<file path="config.mk">
export PLATFORM = sky130hd
export DESIGN_NAME = bank_xlat
export DESIGN_NICKNAME = d
export VERILOG_FILES = /design/src/rtl/bank_xlat_pkg.sv /design/src/rtl/prg_bank_sel.sv /design/src/rtl/chr_bank_sel.sv /design/src/rtl/nt_line_sel.sv /design/src/rtl/bank_xlat.sv
export SDC_FILE = /design/constraint.sdc
export NUM_CORES = 1
export LEC_CHECK = 0
export ABC_CLOCK_PERIOD_IN_PS = 800
export BUFFER_PORTS_ARGS = -buffer_cell sky130_fd_sc_hd__buf_4
export CORE_MARGIN = 1
export CORE_UTILIZATION = 35
export CTS_CLUSTER_SIZE = 10
export DETAILED_ROUTE_END_ITERATION = 10
export PLACE_DENSITY = 0.75
export SETUP_SLACK_MARGIN = 0.05
export SYNTH_ARGS = -nofsm -noshare
export SYNTH_HDL_FRONTEND = slang
export SYNTH_HIERARCHICAL = 1
export SYNTH_SLANG_ARGS = --single-unit
</file>
<file path="constraint.sdc">
create_clock -name clk -period 0.8 [get_ports clk]
set_clock_uncertainty 0.1 [all_clocks]
set_input_delay 0.04 -clock clk [delete_from_list [all_inputs] [get_ports clk]]
set_output_delay 0.04 -clock clk [all_outputs]
set_load 0.005 [all_outputs]
</file>
<file path="src/rtl/bank_xlat_pkg.sv">
package bank_xlat_pkg;

    localparam int REG_W      = 5;
    localparam int PRG_WIN_W  = 14;
    localparam int CHR_PAGE_W = 12;
    localparam int PBANK_W    = 5;
    localparam int CBANK_W    = 5;

    typedef enum logic [1:0] {
        PM_WIDE_A = 2'b00,
        PM_WIDE_B = 2'b01,
        PM_FIX_LO = 2'b10,
        PM_FIX_HI = 2'b11
    } prg_mode_e;

    typedef enum logic [1:0] {
        NT_ONE_LO = 2'b00,
        NT_ONE_HI = 2'b01,
        NT_VERT   = 2'b10,
        NT_HORZ   = 2'b11
    } nt_mode_e;

    typedef struct packed {
        logic [PBANK_W+PRG_WIN_W-1:0]  prg;
        logic [CBANK_W+CHR_PAGE_W-1:0] chr;
        logic                          nt;
    } xlat_t;

endpackage

</file>
<file path="src/rtl/prg_bank_sel.sv">
module prg_bank_sel
    import bank_xlat_pkg::*;
#(
    parameter int BANK_W = PBANK_W
) (
    input  prg_mode_e         mode,
    input  logic [BANK_W-2:0] sel,
    input  logic              outer,
    input  logic              win_hi,
    input  logic [BANK_W-1:0] mask,
    output logic [BANK_W-1:0] bank
);
    logic [BANK_W-2:0] inner;

    always_comb begin
        unique case (mode)
            PM_FIX_HI: inner = win_hi ? '1 : sel;
            PM_FIX_LO: inner = win_hi ? sel : '0;
            default:   inner = {sel[BANK_W-2:1], win_hi};
        endcase
        bank = {outer, inner} & mask;
    end
endmodule

</file>
<file path="src/rtl/chr_bank_sel.sv">
module chr_bank_sel
    import bank_xlat_pkg::*;
#(
    parameter int BANK_W = CBANK_W,
    parameter int PAGE_W = CHR_PAGE_W
) (
    input  logic                     four_k,
    input  logic [BANK_W-1:0]        lo_bank,
    input  logic [BANK_W-1:0]        hi_bank,
    input  logic [PAGE_W:0]          vaddr,
    input  logic [BANK_W-1:0]        mask,
    output logic [BANK_W+PAGE_W-1:0] addr
);
    logic [BANK_W-1:0] half_bank;
    logic [BANK_W-2:0] full_bank;

    always_comb begin
        half_bank = (vaddr[PAGE_W] ? hi_bank : lo_bank) & mask;
        full_bank = lo_bank[BANK_W-1:1] & mask[BANK_W-1:1];
        if (four_k) begin
            addr = {half_bank, vaddr[PAGE_W-1:0]};
        end else begin
            addr = {full_bank, vaddr};
        end
    end
endmodule

</file>
<file path="src/rtl/nt_line_sel.sv">
module nt_line_sel
    import bank_xlat_pkg::*;
(
    input  nt_mode_e   mode,
    input  logic [1:0] vbits,
    output logic       a10
);
    always_comb begin
        unique case (mode)
            NT_ONE_LO: a10 = 1'b0;
            NT_ONE_HI: a10 = 1'b1;
            NT_VERT:   a10 = vbits[0];
            default:   a10 = vbits[1];
        endcase
    end
endmodule

</file>
<file path="src/rtl/bank_xlat.sv">
module bank_xlat
    import bank_xlat_pkg::*;
#(
    parameter int PB_W = PBANK_W,
    parameter int CB_W = CBANK_W,
    parameter int RW   = REG_W,
    localparam int CPU_W = PRG_WIN_W + 1,
    localparam int VID_W = CHR_PAGE_W + 1,
    localparam int PRG_W = PB_W + PRG_WIN_W,
    localparam int CHR_W = CB_W + CHR_PAGE_W
) (
    input  logic             clk,
    input  logic             rst_n,
    input  logic [RW-1:0]    mode_reg,
    input  logic [CB_W-1:0]  pat0_reg,
    input  logic [CB_W-1:0]  pat1_reg,
    input  logic [PB_W-2:0]  prg_sel,
    input  logic [CPU_W-1:0] cpu_addr,
    input  logic [VID_W-1:0] ppu_addr,
    input  logic [PB_W-1:0]  prg_mask,
    input  logic [CB_W-1:0]  chr_mask,
    output logic [PRG_W-1:0] prg_rom_addr,
    output logic [CHR_W-1:0] chr_addr,
    output logic             nt_a10
);
    logic [PB_W-1:0]  pbank;
    logic [CHR_W-1:0] caddr;
    logic             a10;
    xlat_t            xlat_d, xlat_q;

    prg_bank_sel #(.BANK_W(PB_W)) u_prg (
        .mode   (prg_mode_e'(mode_reg[3:2])),
        .sel    (prg_sel),
        .outer  (pat0_reg[CB_W-1]),
        .win_hi (cpu_addr[CPU_W-1]),
        .mask   (prg_mask),
        .bank   (pbank)
    );

    chr_bank_sel #(.BANK_W(CB_W), .PAGE_W(CHR_PAGE_W)) u_chr (
        .four_k  (mode_reg[4]),
        .lo_bank (pat0_reg),
        .hi_bank (pat1_reg),
        .vaddr   (ppu_addr),
        .mask    (chr_mask),
        .addr    (caddr)
    );

    nt_line_sel u_nt (
        .mode  (nt_mode_e'(mode_reg[1:0])),
        .vbits (ppu_addr[11:10]),
        .a10   (a10)
    );

    always_comb begin
        xlat_d     = '0;
        xlat_d.prg = {pbank, cpu_addr[PRG_WIN_W-1:0]};
        xlat_d.chr = caddr;
        xlat_d.nt  = a10;
    end

    always_ff @(posedge clk or negedge rst_n) begin
        if (!rst_n) begin
            xlat_q <= '0;
        end else begin
            xlat_q <= xlat_d;
        end
    end

    assign prg_rom_addr = xlat_q.prg;
    assign chr_addr     = xlat_q.chr;
    assign nt_a10       = xlat_q.nt;
endmodule

</file>
==> results of run 1 <==
area by class of cell:
type / count / share of cell area (%)
Clock buffer: 6 / 2.026
Multi-Input combinational cell: 35 / 9.289
Timing Repair Buffer: 134 / 49.16
Sequential cell: 37 / 36.56
Clock inverter: 2 / 0.5435
Tap cell: 46 / 2.273
Inverter: 1 / 0.1482
through the flow:
| stage | setup TNS, ns | worst slack (ns) | area [um^2] | utilization [%] |
|---|---|---|---|---|
| after floorplan | 0 | 0.1850 | 1240 | - |
| after global placement | 0 | 0.05699 | 1921 | 57.11 |
| after detailed placement | 0 | 0.03095 | 1921 | 57.11 |
| after CTS | -6.918 | -0.2039 | 2525 | 75.07 |
| after global routing | -8.843 | -0.2571 | 2532 | 75.30 |
| final | -6.908 | -0.2132 | 2532 | 75.30 |
metal layers:
metal / vias to the layer above / routed length (um)
met2: 57 / 2172
met1: 550 / 1182
met5: - / 0
met3: 13 / 256
li1: 531 / -
met4: 0 / 112
state kept, by name (all words and copies together), names as in the netlist:
register,flops
prg_rom_addr,19
chr_addr,17
nt_a10,1
final timing paths:
kind,depth (start not counted),slack (ns),endpoint,startpoint
max in group asynchronous,2,0.18,prg_rom_addr[6],rst_n
setup / recovery,1,-0.21,chr_addr[1],chr_addr[1]
hold / removal,2,-0.13,prg_rom_addr[14],prg_mask[0]
min in group asynchronous,2,0.08,prg_rom_addr[18],rst_n
timing repair:
| action | in CTS | in global routing |
|---|---|---|
| endpoints found under the hold margin | 74 | 12 |
| setup endpoints to repair | 37 | 42 |
| gates resized for setup | 37 | 5 |
| pin swaps | 0 | 1 |
| hold buffers | 40 | 4 |
placed cells by master, fill, tap and decap left out, drive strengths merged:
master	count
a21o	1
nand2b	1
and3	4
nand2	6
o22ai	3
a32o	1
buf	94
a21oi	4
and2	2
dfrtp	37
clkbuf	6
clkinv	2
dlygate4sd3	40
a21boi	5
nand3	1
inv	1
a31oi	1
nor2b	1
o21a	4
mux2i	1
kinds of logic after synthesis:
family,count (synthesis),synth area share (%)
and+or+nand+nor,15,6.458
AOI/OAI and AO/OA,19,10.50
DFF,37,74.67
buffers and inverters,13,7.568
muxes,1,0.8073
power breakdown:
| group | internal [uW] | total, uW | switching (uW) | leakage [uW] |
|---|---|---|---|---|
| registers | 1980 | 2030 | 53.7 | 0.000442 |
| logic | 541 | 774 | 232 | 0.000770 |
| clock network | 429 | 1040 | 614 | 0.0000382 |
| total | 2950 | 3850 | 900 | 0.00125 |
==> flow_metrics.tcl, run 1 <==
set metrics [dict create \
    status "complete, but fails checks" \
    violations "hold timing, setup timing" \
    finalHoldViolCount 9 \
    synth-async-reset-ratio_pct 100.0 \
    die_area_um2 3785 \
    yosysWarnings 6 \
    finalSetupViolCount 40 \
    routed_wl_um 3724 \
    synth_top_area_share_pct 74.67 \
    power_uw 3845 \
    worstSetupStartpointType "flip-flop" \
    crit_buf_inv 1 \
    multi_input_area_um2 235.2 \
    postCtsSetupRepairBufs 0 \
    cts_buffer_depth 2 \
    drive_gt1_share_pct 49.77 \
    hp-class "in2reg" \
    critPathMaxFanout 1 \
    cts_root_buffer "clkbuf_4" \
    place_inst 214 \
    syn_nets 144 \
    cts_made_buffers 5 \
    vias 1151 \
    drt_pass1_iterations 3 \
    maxSlewHeadroom_pct 69.62 \
    cp_slowest_cell "dfrtp_1" \
    cts_tree "yes" \
    rsz0062_at_grt "true" \
    min_period_ns 1.013 \
    ys.flop_type "dfrtp_1" \
    syn_area_per_cell_um2 14.59 \
    ys_seq_area_share_pct 74.67 \
    io_buffers 95 \
    start_util_pct 36.87 \
    grt_pass1_wl_um 4974 \
    top_usage_layer "met2" \
    ff_latch_area_um2 925.9 \
    fmax_mhz 987.0 \
    num-fill-cells 223 \
    cap_violations 0 \
    synth_top_cell_by_area "dfrtp_1" \
    drtAntennaViolNets 0 \
    use_met2_pct 36.56 \
    synth_edf_count 0 \
    antenna_found_initial 0 \
    p_per_area_nw_per_um2 1518 \
    tightest_slew_ns 0.4557 \
    path_clk_slew_ns 0.12 \
    chipHeight_um 61.52 \
    cp.arrival_ns 0.87 \
    drv_slew 0 \
    critPathTopFamily "flip-flops" \
    avgRoutedWirePerCell_um 14.27 \
    ys_types 17 \
    viasPerCell 4.410 \
    finalNonFillerCells 261 \
    worst_slack_ns -0.2132 \
    syn_inst 85 \
    cp.required_ns 0.66 \
    grt_pass1_vias 1116 \
    syn_area_um2 1240 \
    drt_iter0_drc 28 \
    pin_count 96 \
    overflow 0 \
    grt_start_max_net_pins 38 \
    ys_seq_elements 37 \
    core_area_um2 3363 \
    fin_hold_ws_ns -0.1321 \
    htree_levels 2 \
    yosysMostFrequentCell "dfrtp_1" \
    synth_area_leaders "dfrtp_1 75%, buf_4 7.3%, a21boi_0 3.0%, o21a_1 2.4%, and3_1 2.0%" \
    finalCritPeriodShare_pct 126.7 \
    synth_common_cells "37 x dfrtp_1, 12 x buf_4, 6 x nand2_1, 5 x a21boi_0" \
    dp_hpwl_um 2125 \
    track_usage_pct 19.13 \
    clock-sinks 37 \
    use_met1_pct 18.61 \
    ir_drop_mv 1.384 \
    die_w_um 61.52 \
    final_nets 273 \
    cp_cell_sequence "buf_6" \
    diodes 0 \
    rows 21 \
    area_growth_pct 104.2 \
    gp_congestion 0.6419 \
    p_leak_uw 0.001250 \
    critPathKind "reg2out" \
    slowest_delay_ns 0.42 \
    endpoint_kind "output pin" \
    gr-usage-met3_pct 5.672 \
    drc 0 \
]
No activity file was read; power rests on OpenSTA's default activity.
==> run 2, diff against run 1 <==
--- a/config.mk
+++ b/config.mk
@@ -5,15 +5,15 @@
 export SDC_FILE = /design/constraint.sdc
 export NUM_CORES = 1
 export LEC_CHECK = 0
+export ABC_AREA = 1
 export ABC_CLOCK_PERIOD_IN_PS = 800
 export BUFFER_PORTS_ARGS = -buffer_cell sky130_fd_sc_hd__buf_4
 export CORE_MARGIN = 1
-export CORE_UTILIZATION = 35
+export CORE_UTILIZATION = 33
 export CTS_CLUSTER_SIZE = 10
 export DETAILED_ROUTE_END_ITERATION = 10
-export PLACE_DENSITY = 0.75
+export PLACE_DENSITY = 0.73
 export SETUP_SLACK_MARGIN = 0.05
 export SYNTH_ARGS = -nofsm -noshare
 export SYNTH_HDL_FRONTEND = slang
-export SYNTH_HIERARCHICAL = 1
 export SYNTH_SLANG_ARGS = --single-unit
==> constraint.sdc (replaced) <==
create_clock -name clk -period 0.8 [get_ports clk]
set_clock_uncertainty 0.1 [all_clocks]
set_input_delay 0.04 -clock clk [delete_from_list [all_inputs] [get_ports clk]]
set_output_delay 0.04 -clock clk [all_outputs]
set_load 0.1 [all_outputs]
==> run 2 against run 1 <==
  * The run now fails in 5_1_grt
  * Area after synthesis fell by 7.9%
  * Synthesized cell count rose by 2.4%
==> flow_metrics.tcl, run 2 <==
set metrics [dict create \
    die_w_um 60.84 \
    chipHeight_um 60.84 \
    cts_root_buffer "clkbuf_4" \
    syn_inst 87 \
    gp_congestion 0.6721 \
    synth_top_area_share_pct 81.05 \
    status "stopped before the end" \
    pin_count 96 \
    grt_start_max_net_pins 38 \
    postCtsSetupRepairBufs 0 \
    dp_hpwl_um 2253 \
    yosysMostFrequentCell "dfrtp_1" \
    ys_types 10 \
    cts_buffer_depth 2 \
    yosysWarnings 0 \
    ys_seq_area_share_pct 81.05 \
    ys_seq_elements 37 \
    synth_edf_count 0 \
    htree_levels 2 \
    antenna_found_initial 0 \
    worst_path_end_type "primary output" \
    error_line "[ERROR DPL-0033] detailed placement checks failed during check placement." \
    haltStage "5_1_grt" \
    syn_area_um2 1142 \
    synth-async-reset-ratio_pct 100.0 \
    clock-sinks 37 \
    rows 20 \
    start_util_pct 35.94 \
    ys.flop_type "dfrtp_1" \
    syn_nets 146 \
    syn_area_per_cell_um2 13.13 \
    synth_top_cell_by_area "dfrtp_1" \
    synth_area_leaders "dfrtp_1 81%, nor2_1 3.9%, o21ai_0 3.5%, nand2_1 3.3%, inv_1 3.0%" \
    io_buffers 95 \
    postGrtWorstEndpoint "prg_rom_addr[6]" \
    synth_common_cells "37 x dfrtp_1, 12 x nor2_1, 10 x nand2_1, 9 x inv_1, 8 x o21ai_0" \
    cts_made_buffers 5 \
]
==> run 2: cell types whose count changed after synthesis, sizes merged, moves of 4 or more <==
cell    before  now
a21boi       5    0
o21a         4    0
and3         4    0
nand2        6   13
o21ai        0    8
buf         12    0
inv          1   11
nor2         0   12
==> run 2: timing repair <==
item	4_1_cts
hold buffers	45
endpoints found under the hold margin	74
setup endpoints to repair	37
gates resized for setup	111
==> run 2: stage by stage <==
stage | cell area [um^2] | std cells | worst slack [ns] | setup TNS, ns
detailed placement | 2049 | 226 | -0.02636 | -0.5449
global placement | 2049 | 226 | -0.01817 | -0.4428
floorplan | 1281 | 87 | 0.06777 | 0
CTS | 3018 | 278 | -0.3608 | -12.96
==> run 2: cell families after synthesis <==
group,count (synthesis),share of synthesized area (%)
AO/OA/AOI/OAI,13,6.024
buffers and inverters,11,3.614
AND/OR/NAND/NOR,26,9.310
flip-flops,37,81.05
==> run 3, diff against run 2 <==
--- a/config.mk
+++ b/config.mk
@@ -6,14 +6,12 @@
 export NUM_CORES = 1
 export LEC_CHECK = 0
 export ABC_AREA = 1
-export ABC_CLOCK_PERIOD_IN_PS = 800
+export ABC_CLOCK_PERIOD_IN_PS = 1000
 export BUFFER_PORTS_ARGS = -buffer_cell sky130_fd_sc_hd__buf_4
-export CORE_MARGIN = 1
-export CORE_UTILIZATION = 33
-export CTS_CLUSTER_SIZE = 10
+export CORE_AREA = 2 2 63 65
 export DETAILED_ROUTE_END_ITERATION = 10
-export PLACE_DENSITY = 0.73
-export SETUP_SLACK_MARGIN = 0.05
+export DIE_AREA = 0 0 65 67
+export PLACE_DENSITY_LB_ADDON = 0.15
 export SYNTH_ARGS = -nofsm -noshare
 export SYNTH_HDL_FRONTEND = slang
 export SYNTH_SLANG_ARGS = --single-unit
==> constraint.sdc (replaced) <==
create_clock -name clk -period 1 [get_ports clk]
set_clock_uncertainty 0.1 [all_clocks]
set_input_delay 0.05 -clock clk [delete_from_list [all_inputs] [get_ports clk]]
set_output_delay 0.05 -clock clk [all_outputs]
set_load 0.1 [all_outputs]
==> run 3 against run 2 <==
  * The flow now finishes, with violations (setup timing)
  * Area after synthesis did not move
  * Synthesized cell count stayed put
==> flow_metrics.tcl, run 3 <==
set metrics [dict create \
    violations "setup timing" \
    ys_types 10 \
    htree_levels 2 \
    cp.arrival_ns 0.90 \
    synth_edf_count 0 \
    final_nets 305 \
    endpoint_kind "output pin" \
    status "complete, but fails checks" \
    placed_area_um2 1962 \
    internal_power_uw 2932 \
    grt_pass1_vias 1373 \
    worst_slack_ns -0.04705 \
    cp_cell_sequence "buf_6" \
    antenna_found_initial 0 \
    finalSetupViolCount 37 \
    overflow 0 \
    cp.required_ns 0.85 \
    dp_hpwl_um 2178 \
    place_inst 230 \
    p_switching_uw 1431 \
    synth.area.mux_share_pct 0 \
    slowest_delay_ns 0.42 \
    synth_top_family_by_area "simple AND/OR/NAND/NOR gates" \
    cp_slowest_cell "dfrtp_2" \
    syn_nets 146 \
    top_usage_layer "met2" \
    critPathLaunch "chr_addr[6]" \
    worstSetupStartpointType "flip-flop" \
    die_area_um2 4355 \
    clockPowerShare_pct 30.9 \
    grt_pass1_wl_um 6624 \
    core_area_um2 3606 \
    drv_slew 0 \
    maxSlewHeadroom_pct 69.88 \
    ys_seq_area_share_pct 81.05 \
    yosysWarnings 0 \
    syn_area_um2 1142 \
    synth_simple_gate_area_share_pct 9.310 \
    min_period_ns 1.047 \
    use_met2_pct 44.33 \
    drive_gt1_share_pct 59.92 \
    crit_buf_inv 1 \
    synth_top_area_share_pct 81.05 \
    grt_start_max_net_pins 38 \
    ys_seq_elements 37 \
    cap_violations 0 \
    seq_power_share_pct 37.8 \
    cts_root_buffer "clkbuf_8" \
    holdPathStages 5 \
    syn_area_per_cell_um2 13.13 \
    critPathMaxFanout 1 \
    largest_reg_flops 19 \
    synth_area_leaders "dfrtp_1 81%, nor2_1 3.9%, o21ai_0 3.5%, nand2_1 3.3%, inv_1 3.0%" \
    hp-class "in2reg" \
    rows 22 \
    yosysMostFrequentCell "dfrtp_1" \
    critPathKind "reg2out" \
    finalNonFillerCells 295 \
    combinationalPowerShare_pct 31.3 \
    diodes 0 \
    finalCritPeriodShare_pct 104.7 \
    area_growth_pct 154.3 \
    final_cell_mix "58 x buf_4, 57 x dlygate4sd3_1, 37 x dfrtp_2" \
    critPathTopFamily "flip-flops" \
    swShare_pct 32.80 \
    worstSetupPathDepth 1 \
    design_area_um2 2905 \
    vias 1259 \
    rsz0062_at_grt "true" \
    io_buffers 95 \
    fmax_mhz 955.1 \
    postCtsSetupRepairBufs 0 \
    synth_common_cells "37 x dfrtp_1, 12 x nor2_1, 10 x nand2_1, 9 x inv_1, 8 x o21ai_0" \
    start_util_pct 31.68 \
    use_met1_pct 19.65 \
    synth-async-reset-ratio_pct 100.0 \
    clock-sinks 37 \
    cts_buffer_depth 2 \
    gr-usage-met3_pct 5.743 \
    avgRoutedWirePerCell_um 15.46 \
    viasPerCell 4.268 \
    ir_drop_mv 0.7335 \
    synth_top_cell_by_area "dfrtp_1" \
    synth-xor-area-share_pct 0 \
    path_clk_slew_ns 0.07 \
    chipHeight_um 67 \
    track_usage_pct 22.00 \
    syn_inst 87 \
    drt_iter0_drc 16 \
    drc 0 \
    cts_made_buffers 5 \
    drt_pass1_iterations 2 \
    tightest_slew_ns 0.4518 \
    drtAntennaViolNets 0 \
    p_leak_uw 0.001382 \
    p_per_area_nw_per_um2 1501 \
    layout_commonest_cell "buf_4" \
    routed_wl_um 4561 \
    synth-adder-area-share_pct 0 \
    ys.flop_type "dfrtp_1" \
    gp_congestion 0.6493 \
    min-delay-start "prg_sel[0]" \
    pin_count 96 \
    synth_compound_area_share_pct 6.024 \
    finalHoldViolCount 0 \
    die_w_um 65 \
    cts_tree "yes" \
]
[run 3: cell counts after synthesis]
No cell type changed its count.
[run 3: cells by family after synthesis]
family	after synthesis
buf+inv	11
simple gates	26
compound gates	13
flops	37
[run 3: metal layers]
| metal | vias to the layer above | share of wire [%] |
|---|---|---|
| li1 | 582 | - |
| met1 | 599 | 32 |
| met2 | 66 | 60 |
| met3 | 12 | 5.5 |
| met4 | 0 | 2.9 |
| met5 | - | 0 |
[run 3: path summary, 6_finish.rpt]
path                               endpoint  slack [ns]
max in group asynchronous  prg_rom_addr[14]        0.27
setup / recovery                chr_addr[6]       -0.05
min in group asynchronous       chr_addr[5]        0.19
hold / removal             prg_rom_addr[14]        0.02
[run 3: per-stage QoR]
stage                     util, %  worst slack (ns)  hold slack, ns  total power, uW  TNS [ns]
after detailed placement    54.41            0.2373        -0.06540             2700         0
final                       80.57          -0.04705         0.02384             4362    -1.006
after global routing        80.57          -0.06995         0.05514             4508    -1.817
after floorplan                 -            0.2043         -0.3456             2332         0
after CTS                   78.66          -0.03960         0.01412             4330    -1.199
after global placement      54.41            0.2364        -0.07227             2689         0
[run 3: area by class of cell]
cell class | instances | area, um^2
repair buffers | 152 | 1526
multi-input cells | 39 | 185.2
clock inverters | 2 | 37.54
fillers | 202 | 700.7
well taps | 48 | 60.06
clock buffers | 6 | 82.58
inverters | 11 | 41.29
flip-flops and latches | 37 | 972.2
[run 3: power by group through the flow]
stage,Combinational (uW),Clock [uW],Sequential (uW)
after global placement,1050,0,1640
after CTS,1310,1380,1640
after global routing,1410,1440,1650
final,1360,1350,1650
after floorplan,57.0,0,2270
after detailed placement,1060,0,1640
[run 3: what timing repair did]
item / 4_1_cts / 5_1_grt
endpoints found under the setup margin: 37 / 42
endpoints found under the hold margin: 74 / 0
hold buffers: 57 / 0
gates resized for setup: 49 / 19
